<file path="src/rtl/mca_pkg.sv">
package mca_pkg;
  typedef enum logic [1:0] {
    CH_IDLE     = 2'd0,
    CH_WAIT_MEM = 2'd1,
    CH_RELAY    = 2'd2,
    CH_RELEASE  = 2'd3
  } ch_state_e;
endpackage

</file>
<file path="src/rtl/mca_lowest_pick.sv">
module mca_lowest_pick #(
  parameter int N  = 4,
  parameter int IW = 2
) (
  input  logic [N-1:0]  cand,
  output logic [N-1:0]  pick_oh,
  output logic [IW-1:0] pick_idx,
  output logic          pick_any
);
  // Scan from the top so the lowest candidate is the last one written.
  always_comb begin
    pick_oh  = '0;
    pick_idx = '0;
    pick_any = 1'b0;
    for (int i = N - 1; i >= 0; i--) begin
      if (cand[i]) begin
        pick_oh    = '0;
        pick_oh[i] = 1'b1;
        pick_idx   = IW'(i);
        pick_any   = 1'b1;
      end
    end
  end
endmodule

</file>
<file path="src/rtl/mca_channel.sv">
module mca_channel import mca_pkg::*; #(
  parameter int NUM_REQ = 4,
  parameter int IW      = 2,
  parameter int AW      = 8,
  parameter int DW      = 8
) (
  input  logic               clk,
  input  logic               rst_n,
  input  logic               start_i,
  input  logic [IW-1:0]      start_idx_i,
  input  logic [AW-1:0]      start_addr_i,
  input  logic [DW-1:0]      start_wdata_i,
  input  logic               start_wr_i,
  input  logic [NUM_REQ-1:0] req_active_i,
  output logic               idle_o,
  output logic [IW-1:0]      owner_o,
  output logic               mem_rd_o,
  output logic               mem_wr_o,
  output logic [AW-1:0]      mem_addr_o,
  output logic [DW-1:0]      mem_wdata_o,
  input  logic               mem_ready_i,
  input  logic [DW-1:0]      mem_rdata_i,
  output logic               relay_o,
  output logic [DW-1:0]      relay_data_o
);
  ch_state_e       state_q, state_d;
  logic [IW-1:0]   owner_q;
  logic [AW-1:0]   addr_q;
  logic [DW-1:0]   wdata_q;
  logic            wr_q;
  logic [DW-1:0]   data_q;
  logic            owner_active;
  logic            load_req;
  logic            load_rsp;

  assign owner_active = req_active_i[owner_q];
  assign load_req     = (state_q == CH_IDLE) && start_i;
  assign load_rsp     = (state_q == CH_WAIT_MEM) && mem_ready_i;

  always_comb begin
    state_d = state_q;
    unique case (state_q)
      CH_IDLE:     if (start_i)      state_d = CH_WAIT_MEM;
      CH_WAIT_MEM: if (mem_ready_i)  state_d = CH_RELAY;
      CH_RELAY:    state_d = owner_active ? CH_RELEASE : CH_IDLE;
      CH_RELEASE:  if (!owner_active) state_d = CH_IDLE;
      default:     state_d = CH_IDLE;
    endcase
  end

  always_ff @(posedge clk or negedge rst_n) begin
    if (!rst_n) state_q <= CH_IDLE;
    else        state_q <= state_d;
  end

  always_ff @(posedge clk or negedge rst_n) begin
    if (!rst_n) begin
      owner_q <= '0;
      addr_q  <= '0;
      wdata_q <= '0;
      wr_q    <= 1'b0;
    end else if (load_req) begin
      owner_q <= start_idx_i;
      addr_q  <= start_addr_i;
      wdata_q <= start_wdata_i;
      wr_q    <= start_wr_i;
    end
  end

  always_ff @(posedge clk or negedge rst_n) begin
    if (!rst_n)        data_q <= '0;
    else if (load_rsp) data_q <= mem_rdata_i;
  end

  assign idle_o       = (state_q == CH_IDLE);
  assign owner_o      = owner_q;
  assign mem_rd_o     = (state_q == CH_WAIT_MEM) && !wr_q;
  assign mem_wr_o     = (state_q == CH_WAIT_MEM) && wr_q;
  assign mem_addr_o   = addr_q;
  assign mem_wdata_o  = wdata_q;
  assign relay_o      = (state_q == CH_RELAY);
  assign relay_data_o = data_q;

  // an access held toward memory does not change until memory answers
  assert_hold_request_R2: assert property (@(posedge clk) disable iff (!rst_n)
    ((mem_rd_o || mem_wr_o) && !mem_ready_i) |=>
      ((mem_rd_o || mem_wr_o) && $stable(mem_addr_o) && $stable(mem_wr_o) && $stable(mem_wdata_o)));

  // the completion toward a requester lasts one cycle
  assert_relay_pulse_R4: assert property (@(posedge clk) disable iff (!rst_n)
    relay_o |=> !relay_o);

  // a completion only goes to a requester that was still asking
  assert_owner_asking_R4: assert property (@(posedge clk) disable iff (!rst_n)
    relay_o |-> $past(owner_active));

  // a requester holding on after completion gets no second access
  assert_no_reissue_R8: assert property (@(posedge clk) disable iff (!rst_n)
    (state_q == CH_RELEASE && owner_active) |=> (!relay_o && !mem_rd_o && !mem_wr_o));
endmodule

</file>
<file path="src/rtl/mem_channel_arbiter.sv">
module mem_channel_arbiter #(
  parameter int NUM_REQ  = 4,
  parameter int NUM_CH   = 2,
  parameter bit WRITABLE = 1'b1,
  parameter int AW       = 8,
  localparam int DW      = WRITABLE ? 8 : 16,
  localparam int IW      = (NUM_REQ > 1) ? $clog2(NUM_REQ) : 1
) (
  input  logic                  clk,
  input  logic                  rst_n,
  input  logic [NUM_REQ-1:0]    req_rd_valid,
  input  logic [NUM_REQ-1:0]    req_wr_valid,
  input  logic [NUM_REQ*AW-1:0] req_addr,
  input  logic [NUM_REQ*DW-1:0] req_wdata,
  output logic [NUM_REQ-1:0]    req_ready,
  output logic [NUM_REQ*DW-1:0] req_rdata,
  output logic [NUM_CH-1:0]     mem_rd_valid,
  output logic [NUM_CH-1:0]     mem_wr_valid,
  output logic [NUM_CH*AW-1:0]  mem_addr,
  output logic [NUM_CH*DW-1:0]  mem_wdata,
  input  logic [NUM_CH-1:0]     mem_ready,
  input  logic [NUM_CH*DW-1:0]  mem_rdata
);
  logic [NUM_REQ-1:0] wr_req;
  logic [NUM_REQ-1:0] active;
  logic [NUM_REQ-1:0] served;
  logic [NUM_REQ-1:0] pending;
  logic [NUM_CH-1:0]  serve_mat [NUM_REQ];
  logic [NUM_CH-1:0]  grant_mat [NUM_REQ];

  logic [NUM_REQ-1:0] cand     [NUM_CH+1];
  logic [NUM_REQ-1:0] pick_oh  [NUM_CH];
  logic [IW-1:0]      pick_idx [NUM_CH];
  logic [NUM_CH-1:0]  pick_any;
  logic [NUM_CH-1:0]  ch_start;
  logic [NUM_CH-1:0]  ch_idle;
  logic [IW-1:0]      ch_owner [NUM_CH];
  logic [NUM_CH-1:0]  ch_relay;
  logic [DW-1:0]      ch_data  [NUM_CH];

  // Variant select: the read-only variant never sees a write.
  generate
    if (WRITABLE) begin : g_rw
      assign wr_req = req_wr_valid;
    end else begin : g_ro
      assign wr_req = '0;
    end
  endgenerate

  assign active = req_rd_valid | wr_req;

  always_comb begin
    for (int i = 0; i < NUM_REQ; i++) begin
      for (int c = 0; c < NUM_CH; c++) begin
        serve_mat[i][c] = !ch_idle[c] && (ch_owner[c] == IW'(i));
        grant_mat[i][c] = ch_start[c] && pick_oh[c][i];
      end
      served[i] = |serve_mat[i];
    end
  end

  assign pending = active & ~served;
  assign cand[0] = pending;

  generate
    for (genvar c = 0; c < NUM_CH; c++) begin : g_ch
      mca_lowest_pick #(.N(NUM_REQ), .IW(IW)) i_pick (
        .cand     (cand[c]),
        .pick_oh  (pick_oh[c]),
        .pick_idx (pick_idx[c]),
        .pick_any (pick_any[c])
      );

      assign ch_start[c] = ch_idle[c] && pick_any[c];
      // A requester granted here is hidden from higher channels this cycle.
      assign cand[c+1]   = ch_start[c] ? (cand[c] & ~pick_oh[c]) : cand[c];

      mca_channel #(.NUM_REQ(NUM_REQ), .IW(IW), .AW(AW), .DW(DW)) i_channel (
        .clk           (clk),
        .rst_n         (rst_n),
        .start_i       (ch_start[c]),
        .start_idx_i   (pick_idx[c]),
        .start_addr_i  (req_addr[pick_idx[c]*AW +: AW]),
        .start_wdata_i (req_wdata[pick_idx[c]*DW +: DW]),
        .start_wr_i    (wr_req[pick_idx[c]]),
        .req_active_i  (active),
        .idle_o        (ch_idle[c]),
        .owner_o       (ch_owner[c]),
        .mem_rd_o      (mem_rd_valid[c]),
        .mem_wr_o      (mem_wr_valid[c]),
        .mem_addr_o    (mem_addr[c*AW +: AW]),
        .mem_wdata_o   (mem_wdata[c*DW +: DW]),
        .mem_ready_i   (mem_ready[c]),
        .mem_rdata_i   (mem_rdata[c*DW +: DW]),
        .relay_o       (ch_relay[c]),
        .relay_data_o  (ch_data[c])
      );
    end
  endgenerate

  // Route each completion back to the requester its channel remembers.
  always_comb begin
    req_ready = '0;
    req_rdata = '0;
    for (int c = 0; c < NUM_CH; c++) begin
      if (ch_relay[c]) begin
        req_ready[ch_owner[c]]              = 1'b1;
        req_rdata[ch_owner[c]*DW +: DW]     = ch_data[c];
      end
    end
  end

  generate
    for (genvar i = 0; i < NUM_REQ; i++) begin : g_chk
      // at most one channel holds a given requester
      assert_single_owner_R3: assert property (@(posedge clk) disable iff (!rst_n)
        $countones(serve_mat[i]) <= 1);
      // one grant per requester per cycle, and never to one already served
      assert_single_grant_R5: assert property (@(posedge clk) disable iff (!rst_n)
        $onehot0(grant_mat[i]) && !(served[i] && (|grant_mat[i])));
    end
  endgenerate
endmodule

</file>
<file path="config.mk">
export PLATFORM = sky130hd
export DESIGN_NAME = mem_channel_arbiter
export DESIGN_NICKNAME = d
export VERILOG_FILES = /design/src/rtl/mca_pkg.sv /design/src/rtl/mca_lowest_pick.sv /design/src/rtl/mca_channel.sv /design/src/rtl/mem_channel_arbiter.sv
export SDC_FILE = /design/constraint.sdc
export NUM_CORES = 1
export LEC_CHECK = 0
export ABC_AREA = 1
export BUFFER_PORTS_ARGS = -buffer_cell sky130_fd_sc_hd__buf_2
export CAP_MARGIN = 30
export CORE_ASPECT_RATIO = 0.5
export CORE_MARGIN = 5
export CORE_UTILIZATION = 50
export CTS_CLUSTER_SIZE = 28
export DETAILED_ROUTE_END_ITERATION = 8
export GPL_TIMING_DRIVEN = 0
export PLACE_DENSITY = 0.82
export REMOVE_ABC_BUFFERS = 1
export SLEW_MARGIN = 25
export SYNTH_ARGS = -nofsm -noshare
export SYNTH_HDL_FRONTEND = slang
export SYNTH_SLANG_ARGS = --single-unit
</file>
<file path="constraint.sdc">
create_clock -name clk -period 3 [get_ports clk]
set_input_delay 0.6 -clock clk [delete_from_list [all_inputs] [get_ports clk]]
set_output_delay 0.6 -clock clk [all_outputs]
set_load 0.1 [all_outputs]
</file>
; ---- After elaboration in Yosys (flattened, before gate mapping)
; Cells that the tools add are included.
[totals]
ff_bits = 58
input_bits = 92
elab_cells = 135
[op_classes]
addsub = 2
n_lt_le_gt_ge = 6
eq_ne = 18
shifts = 8
muxes = 48
bitwise = 7
reduce_logical = 34
[ops]
columns = cell, count
row1 = $shiftx 32x6->8, 4
row2 = $neg 5->34, 2
row3 = $shift 8x34->32 const A, 2
row4 = $shiftx 8x34->32, 2
row5 = $mux 32, 2
row6 = $and 32x32->32, 1
row7 = $bwmux 32, 1
row8 = $mux 2, 16
row9 = $mux 4, 7
row10 = $logic_and 1x1->1, 20
row11 = $eq 2x2->1 const B, 8
row12 = $pmux 2 s4, 2
row13 = $mux 1, 14
row14 = $lt 2x3->1 const B, 4
row15 = $and 4x4->4, 2
row16 = $bmux 1 s2, 4
row17 = $eq 2x1->1 const B, 4
row18 = $logic_not 2->1, 4
row19 = $ne 2x2->1 const B, 4
row20 = $not 4->4, 2
row21 = $or 4x4->4, 2
row22 = $reduce_or 2->1, 4
row23 = $reduce_and 3->1, 2
row24 = $demux 1 s2, 2
row25 = 3 further kinds, 8

; ---- Longest topological paths before layout
; Gate-level depths: netlist of run 1.
[depth]
depth_word = 20
ltp_mapped = 16
depth_no_buf = 15

; ---- Cells and area by module
; From an unflattened synthesis of run 1, not the netlist that was laid out.
[hier_totals]
cells_unflattened = 852
hier_area_um2 = 4996.0
[by_module_without_submodules]
columns = module, n_inst, cells_each, area_each_um2, seq_area_each_um2
row1 = mca_channel, 2, 144, 1253.7, 725.7
row2 = mem_channel_arbiter, 1, 534, 2358.5, 0.0
row3 = mca_lowest_pick, 2, 15, 65.1, 0.0

; ---- Worst setup path after synthesis of run 1
; Ideal clock, no wire load.
[synth_timing]
kind = flip-flop to output port
startpoint = reg g_ch[0].i_channel.owner_q[0]
endpoint = out req_rdata[26]
t_arrival_ns = 3.418
required_ns = 2.400
setup_slack_ns = -1.018
path_stages_with_launch = 6
path_buffers = 0
cell_sequence = dfrtp_1 inv_1 ha_1 nor3_1 inv_1 o32ai_1
[synth_between]
elab_chain_cells = 6
word_cells_on_any_way = 7
classes_between = 1 x add/sub / 2 x shift / 3 x mux / 1 x bitwise
[synth_rtl]
columns = element, line
row1 = "start, declared", mca_channel.sv:27  ; logic [IW-1:0] owner_q;
row2 = "start signal, assigned", mca_channel.sv:63  ; owner_q <= start_idx_i;
row3 = $neg 5->34 (*), mem_channel_arbiter.sv:108  ; req_rdata[ch_owner[c]*DW +: DW] = ch_data[c];
row4 = $shiftx 8x34->32 / $shift 8x34->32 (equally long branches), mem_channel_arbiter.sv:108
row5 = $and 32x32->32 (no line) (*), -
row6 = $mux 32 (*), mem_channel_arbiter.sv:106  ; if (ch_relay[c]) begin
row7 = $bwmux 32, mem_channel_arbiter.sv:108
row8 = $mux 32 (*), mem_channel_arbiter.sv:106
row9 = "end, declared", mem_channel_arbiter.sv:16  ; output logic [NUM_REQ*DW-1:0] req_rdata,
; Every way passes the cells marked *; elsewhere a longest branch is shown, timed or not.

; ---- Worst setup path after layout of run 1
[layout_timing]
startpoint = reg g_ch[0].i_channel.owner_q[1]
endpoint = out req_rdata[17]
; Same word-level chain as after synthesis.

==> metrics.txt, run 1 <==
status=finished, final reports clean; Routed WL per cell=~15 um; routed via count=5,391; Post-CTS Hold Fix Bufs=0; Critical Path RT=about 2.4 ns; TritonCTS clock tree=yes; Max Fclk=348 MHz; Core ar.=8800 um^2; H-tree depth=3; Overflow after GRT=0; I/O pin count=between 150 and 200; Main synth FF type=dfrtp_1; DRT Pass-1 Iters=8; Synth top area share=0.318; initial antenna violation count=2; Slew Viols, Final=0; syn_area_per_cell=roughly 6.3 um^2; Inst Count DP=974; Finish-stage setup viols=0; WP depth=9; GPL Wtd Cong=a little under 1; largest net degree at the start of global routing=59; row count=24; synth-to-layout area growth=31.3%; effective utilization at floorplan=0.519; Syn Std Cell Area=4570 um^2; Syn Inst Count=~730; CP peak stage delay=about 0.39 ns; Synth Register Bits=58; most frequent cell after synthesis=nand2_1; Setup CP Type=flip-flop to primary output; die area=roughly 11,000 um^2; Starting DRT DRC Count=about 390; vias in the first global route=about 5,200; Slowest-stage cell, CP=dfrtp_1; antenna viol nets, final=0; Warnings, synthesis=0; Post-Route WL=~15,000 um; most used cell, CP=inv_1; clock transition at the registers of the reported paths=approximately 0.050 ns; Worst Max-Slew Pin Slew=about 0.85 ns; Clock Tree Buf Depth=2; crit-path cells=inv_1 > ha_4 > inv_1 > nand2_1 > nor3_2 > nand3_2 > buf_4 > o22ai_1 > buf_6; post-DR vias/cell=approximately 5.4; Final Non-Filler Cells=between 1,000 and 1,500; CP top delay family=buffers and inverters; HPWL after detailed placement=10,800 um; cell taking the most area after synthesis=dfrtp_1; final hold vios=0; first-pass GRT wire length=roughly 25,000 um; register area share after synthesis=0.318; Synth async-reset ratio=1.00; max_cap viols=0; port bufs=roughly 160; clk_skew=0.00557 ns; R2R depth=9; die height=~78 um; CP startpoint kind=flip-flop; WP data arrival=roughly 2.3 ns; period utilisation layout=0.959; CP max FO=5; Max transition margin=0.434; top post-synthesis cells by area=dfrtp_1 32%, nand2_1 17%, inv_1 9.4%; Worst Hold Class=primary input to asynchronous set/reset pin; distinct cell type count after synthesis=36; Total GRT Usage=0.265; Die X=between 100 and 150 um; CTS root buf=clkbuf_16; Post-synth EDFFs=0; min Tclk post-route=around 2.9 ns; Clock Sinks=between 50 and 60; layout cells sized above 1=0.265; Worst Setup End Kind=primary output; CP bufs+invs=4; clk_lat worst skew=~0.33 ns; CTS Buf Count=9; nets@finish=approximately 980; top post-synthesis cells by count=209 x nand2_1, 115 x inv_1, 82 x nand3_1; number of remaining DRC errors=0
[flip-flops by register name, summed over array words and instances, names as in the netlist]
signal                       flops
g_ch.i_channel.owner_o           4
g_ch.i_channel.state_q           4
g_ch.i_channel.mem_addr_o       16
g_ch.i_channel.mem_wdata_o      16
g_ch.i_channel.wr_q              2
g_ch.i_channel.relay_data_o     16
[cells in the final DEF (no fill, tap or decap), types with 8 or more instances in the layout]
cell type,netlist,routed
buf_4,7,29
buf_6,7,8
nor2_1,48,45
nand2_1,209,207
o21ai_0,45,43
o21ai_1,12,13
inv_1,115,114
clkbuf_16,0,9
o22ai_1,19,19
a21oi_1,55,55
buf_2,10,130
dfrtp_1,58,55
nand3_1,82,80
[what timing repair did]
| action | 4_1_cts | 5_1_grt |
|---|---|---|
| buffers inserted | 8 | 2 |
| pin swaps | 1 | 1 |
| endpoints found under the setup margin | 69 | 45 |
| resized for setup | 35 | 41 |
[cells by family (layout without fill, tap and decap cells)]
family	count (synthesis)	in the layout	synth area share
compound gates	144	144	0.174
fa+ha+maj	8	8	0.0219
buf+inv	158	315	0.150
flops	58	58	0.318
other cells	0	1	0
simple gates	358	358	0.336
[per-layer routing]
metal | GRT usage | wire length (um) | part of all wire
met1 | 0.331 | 6420 | 0.42
met2 | 0.440 | 7220 | 0.47
met3 | 0.0803 | 1240 | 0.081
met4 | 0.0996 | 348 | 0.023
met5 | 0 | 14 | 0.00092
[per-stage QoR]
step	setup TNS (ns)	utilization	instance area, um^2	hold WS (ns)	setup slack, ns
after floorplan	-27.45	-	4350	0.304	-1.21
after global placement	-34.21	0.604	5310	0.459	-1.03
after detailed placement	-18.22	0.611	5380	0.460	-0.567
after CTS	0	0.663	5830	0.371	0.00502
after global routing	-0.214	0.682	6000	0.428	-0.0421
final	0	0.682	6000	0.308	0.124
[final cells by class]
| type | count | area [um^2] |
|---|---|---|
| clock inverter | 4 | 50.0 |
| antenna | 1 | 2.50 |
| multi-input combinational | 510 | 2530 |
| fill | 764 | 2800 |
| timing repair buffer | 175 | 1090 |
| inverter | 124 | 473 |
| tap | 117 | 146 |
| sequential | 58 | 1460 |
| clock buffer | 12 | 256 |
[worst paths after layout]
path	from	end	slack [ns]
setup / recovery	g_ch[0].i_channel.owner_o[1]	req_rdata[17]	0.12
hold / removal	rst_n	g_ch[1].i_channel.relay_data_o[1]	0.31
setup reg to reg	g_ch[0].i_channel.owner_o[0]	g_ch[0].i_channel.wr_q	0.26
hold reg to reg	g_ch[0].i_channel.mem_addr_o[4]	g_ch[0].i_channel.mem_addr_o[4]	0.47
max in group asynchronous	rst_n	g_ch[1].i_channel.state_q[1]	2.09
min in group clk	g_ch[0].i_channel.mem_addr_o[4]	g_ch[0].i_channel.mem_addr_o[4]	0.47
Power of run 1 is left out: the tool's default activity adds up to more than one toggle a clock period on the data nets, which glitch-free logic cannot reach.
==> inputs of run 2 (changes only) <==
CAP_MARGIN = not set   (was 30)
PLACE_DENSITY = 0.8   (was 0.82)
==> run 2 against run 1 <==
Die area is the same. Register-to-register slack improved by 0.03 ns. Count of clock-buffer cells in the layout down 1. Via count shrank 0.58%. Sequential share of layout area down 0.14 points. Critical endpoint is now req_rdata[15]. Largest cell class unchanged.
==> metrics.txt, run 2 (same netlist as run 1, synthesis figures left out) <==
Final Non-Filler Cells=approximately 1,000; port bufs=~160; Post-Route WL=around 15,000 um; most frequent cells in the layout=207 x nand2_1, 131 x buf_2, 113 x inv_1; WP data arrival=approximately 2.3 ns; CTS root buf=clkbuf_16; GPL Wtd Cong=~0.93; antenna viol nets, final=0; layout cells sized above 1=0.264; CP max FO=7; clk_skew=0.00599 ns; I/O pin count=164; vias in the first global route=5,220; max_cap viols=0; Max Fclk=between 300 and 400 MHz; die area=roughly 11,000 um^2; CP bufs+invs=2; min Tclk post-route=between 2 and 3 ns; period utilisation layout=0.976; post-DR vias/cell=5.36; Slowest-stage cell, CP=buf_2; CTS Buf Count=9; number of remaining DRC errors=0; CP top delay family=buffers and inverters; antenna cells=0; post-route cell area=around 6000 um^2; Critical Path RT=about 2.4 ns; Worst Setup End Kind=primary output; Setup CP Type=flip-flop to primary output; TritonCTS clock tree=yes; Clock Sinks=58; initial antenna violation count=0; die height=77.6 um; most common cell after layout, fill and taps aside=nand2_1; Worst Max-Slew Pin Slew=around 0.79 ns; effective utilization at floorplan=0.519; Finish-stage setup viols=0; Hold WS=roughly 0.36 ns; HPWL after detailed placement=10,400 um; Total GRT Usage=0.269; R2R depth=14; nets@finish=just under 1,000; clock transition at the registers of the reported paths=0.05 ns; Inst Count DP=973; crit-path cells=inv_1 > ha_2 > nand2_1 > nor3_1 > nand3_1 > o31ai_1 > buf_2; Die X=around 150 um; row count=24; Core ar.=8800 um^2; Starting DRT DRC Count=approximately 370; Reg-to-Reg End=g_ch[1].i_channel.mem_wdata_o[7]; status=finished, final reports clean; Clock Tree Buf Depth=2; clk_lat worst skew=0.33 ns; area post-placement=~5400 um^2; reg2reg start=g_ch[1].i_channel.owner_o[0]; unrepaired setup endpoints after global routing=yes; Worst Hold Class=primary input to asynchronous set/reset pin; Overflow after GRT=0; final hold vios=0; DRT Pass-1 Iters=5; CP peak stage delay=0.47 ns; largest net degree at the start of global routing=59; Max transition margin=0.473; H-tree depth=3; synth-to-layout area growth=32.1%; routed via count=roughly 5,400; reg2reg setup slack=~0.29 ns; Slew Viols, Final=0; first-pass GRT wire length=25,200 um; CP startpoint kind=flip-flop; Routed WL per cell=approximately 15 um
run 2: changes by cell type in the layout (fill, tap and decap cells not counted), sizes merged:
| cell | delta |
|---|---|
| buf | -3 |
| diode | -1 |
| clkbuf | +1 |
| clkinvlp | -1 |
| bufinv | +1 |
| nand4 | +1 |
| clkinv | +1 |
run 2: worst reg2reg max path: stages (launching register included):
cell and delay (ns):
dfrtp_2 0.43, clkinv_2 0.14, ha_1 0.28, o21ai_2 0.16, a21oi_1 0.28, nand2_1 0.12
nand2_1 0.13, nand3_2 0.09, nand2_4 0.34, nand2_8 0.25, nand2_1 0.13, nand3_1 0.07
nand2_1 0.11, nand2_1 0.06, nand2_1 0.06
run 2: area by class of cell:
cell class / instances / area, um^2
inverters: 124 / 473
repair buffers: 174 / 1100
flip-flops and latches: 58 / 1460
well taps: 117 / 146
clock inverters: 5 / 77.6
fillers: 771 / 2760
clock buffers: 11 / 243
multi-input cells: 511 / 2540
run 2: stage by stage:
step	setup slack, ns	util	TNS [ns]
6_report	0.0707	0.686	0
5_1_grt	-0.0389	0.686	-0.266
4_1_cts	0.0309	0.666	0
3_5_place_dp	-0.996	0.608	-26.01
3_3_place_gp	-0.971	0.604	-35.84
2_1_floorplan	-1.21	-	-27.45
run 2: worst max-delay path by stage:
stage,startpoint,end,slack [ns],depth (start not counted)
6_report,g_ch[0].i_channel.owner_o[1],req_rdata[15],0.07,7
5_1_grt,g_ch[1].i_channel.state_q[1],req_rdata[26],-0.04,11
4_1_cts,g_ch[0].i_channel.state_q[1],req_rdata[29],0.03,9
3_5_place_dp,g_ch[1].i_channel.owner_o[0],g_ch[1].i_channel.mem_addr_o[7],-1.0,11
3_3_place_gp,g_ch[1].i_channel.owner_o[0],g_ch[1].i_channel.mem_addr_o[7],-0.97,11
2_1_floorplan,g_ch[0].i_channel.owner_o[0],req_rdata[26],-1.21,5
run 2: timing repair:
action,in CTS,in global routing
setup buffers,5,5
setup endpoints to repair,69,51
cloned,1,0
pin swaps,1,1
resized for setup,47,42
hold endpoints to repair,0,0
hold buffers,0,0
run 2: layer usage:
layer | vias up | GRT usage | routed length, um
met1 | 2430 | 0.349 | 6330
met4 | 0 | 0.0782 | 265
li1 | 2627 | - | -
met5 | - | 0 | 0
met2 | 275 | 0.446 | 7110
met3 | 28 | 0.0716 | 1500
Power of run 2 is left out for the same reason.
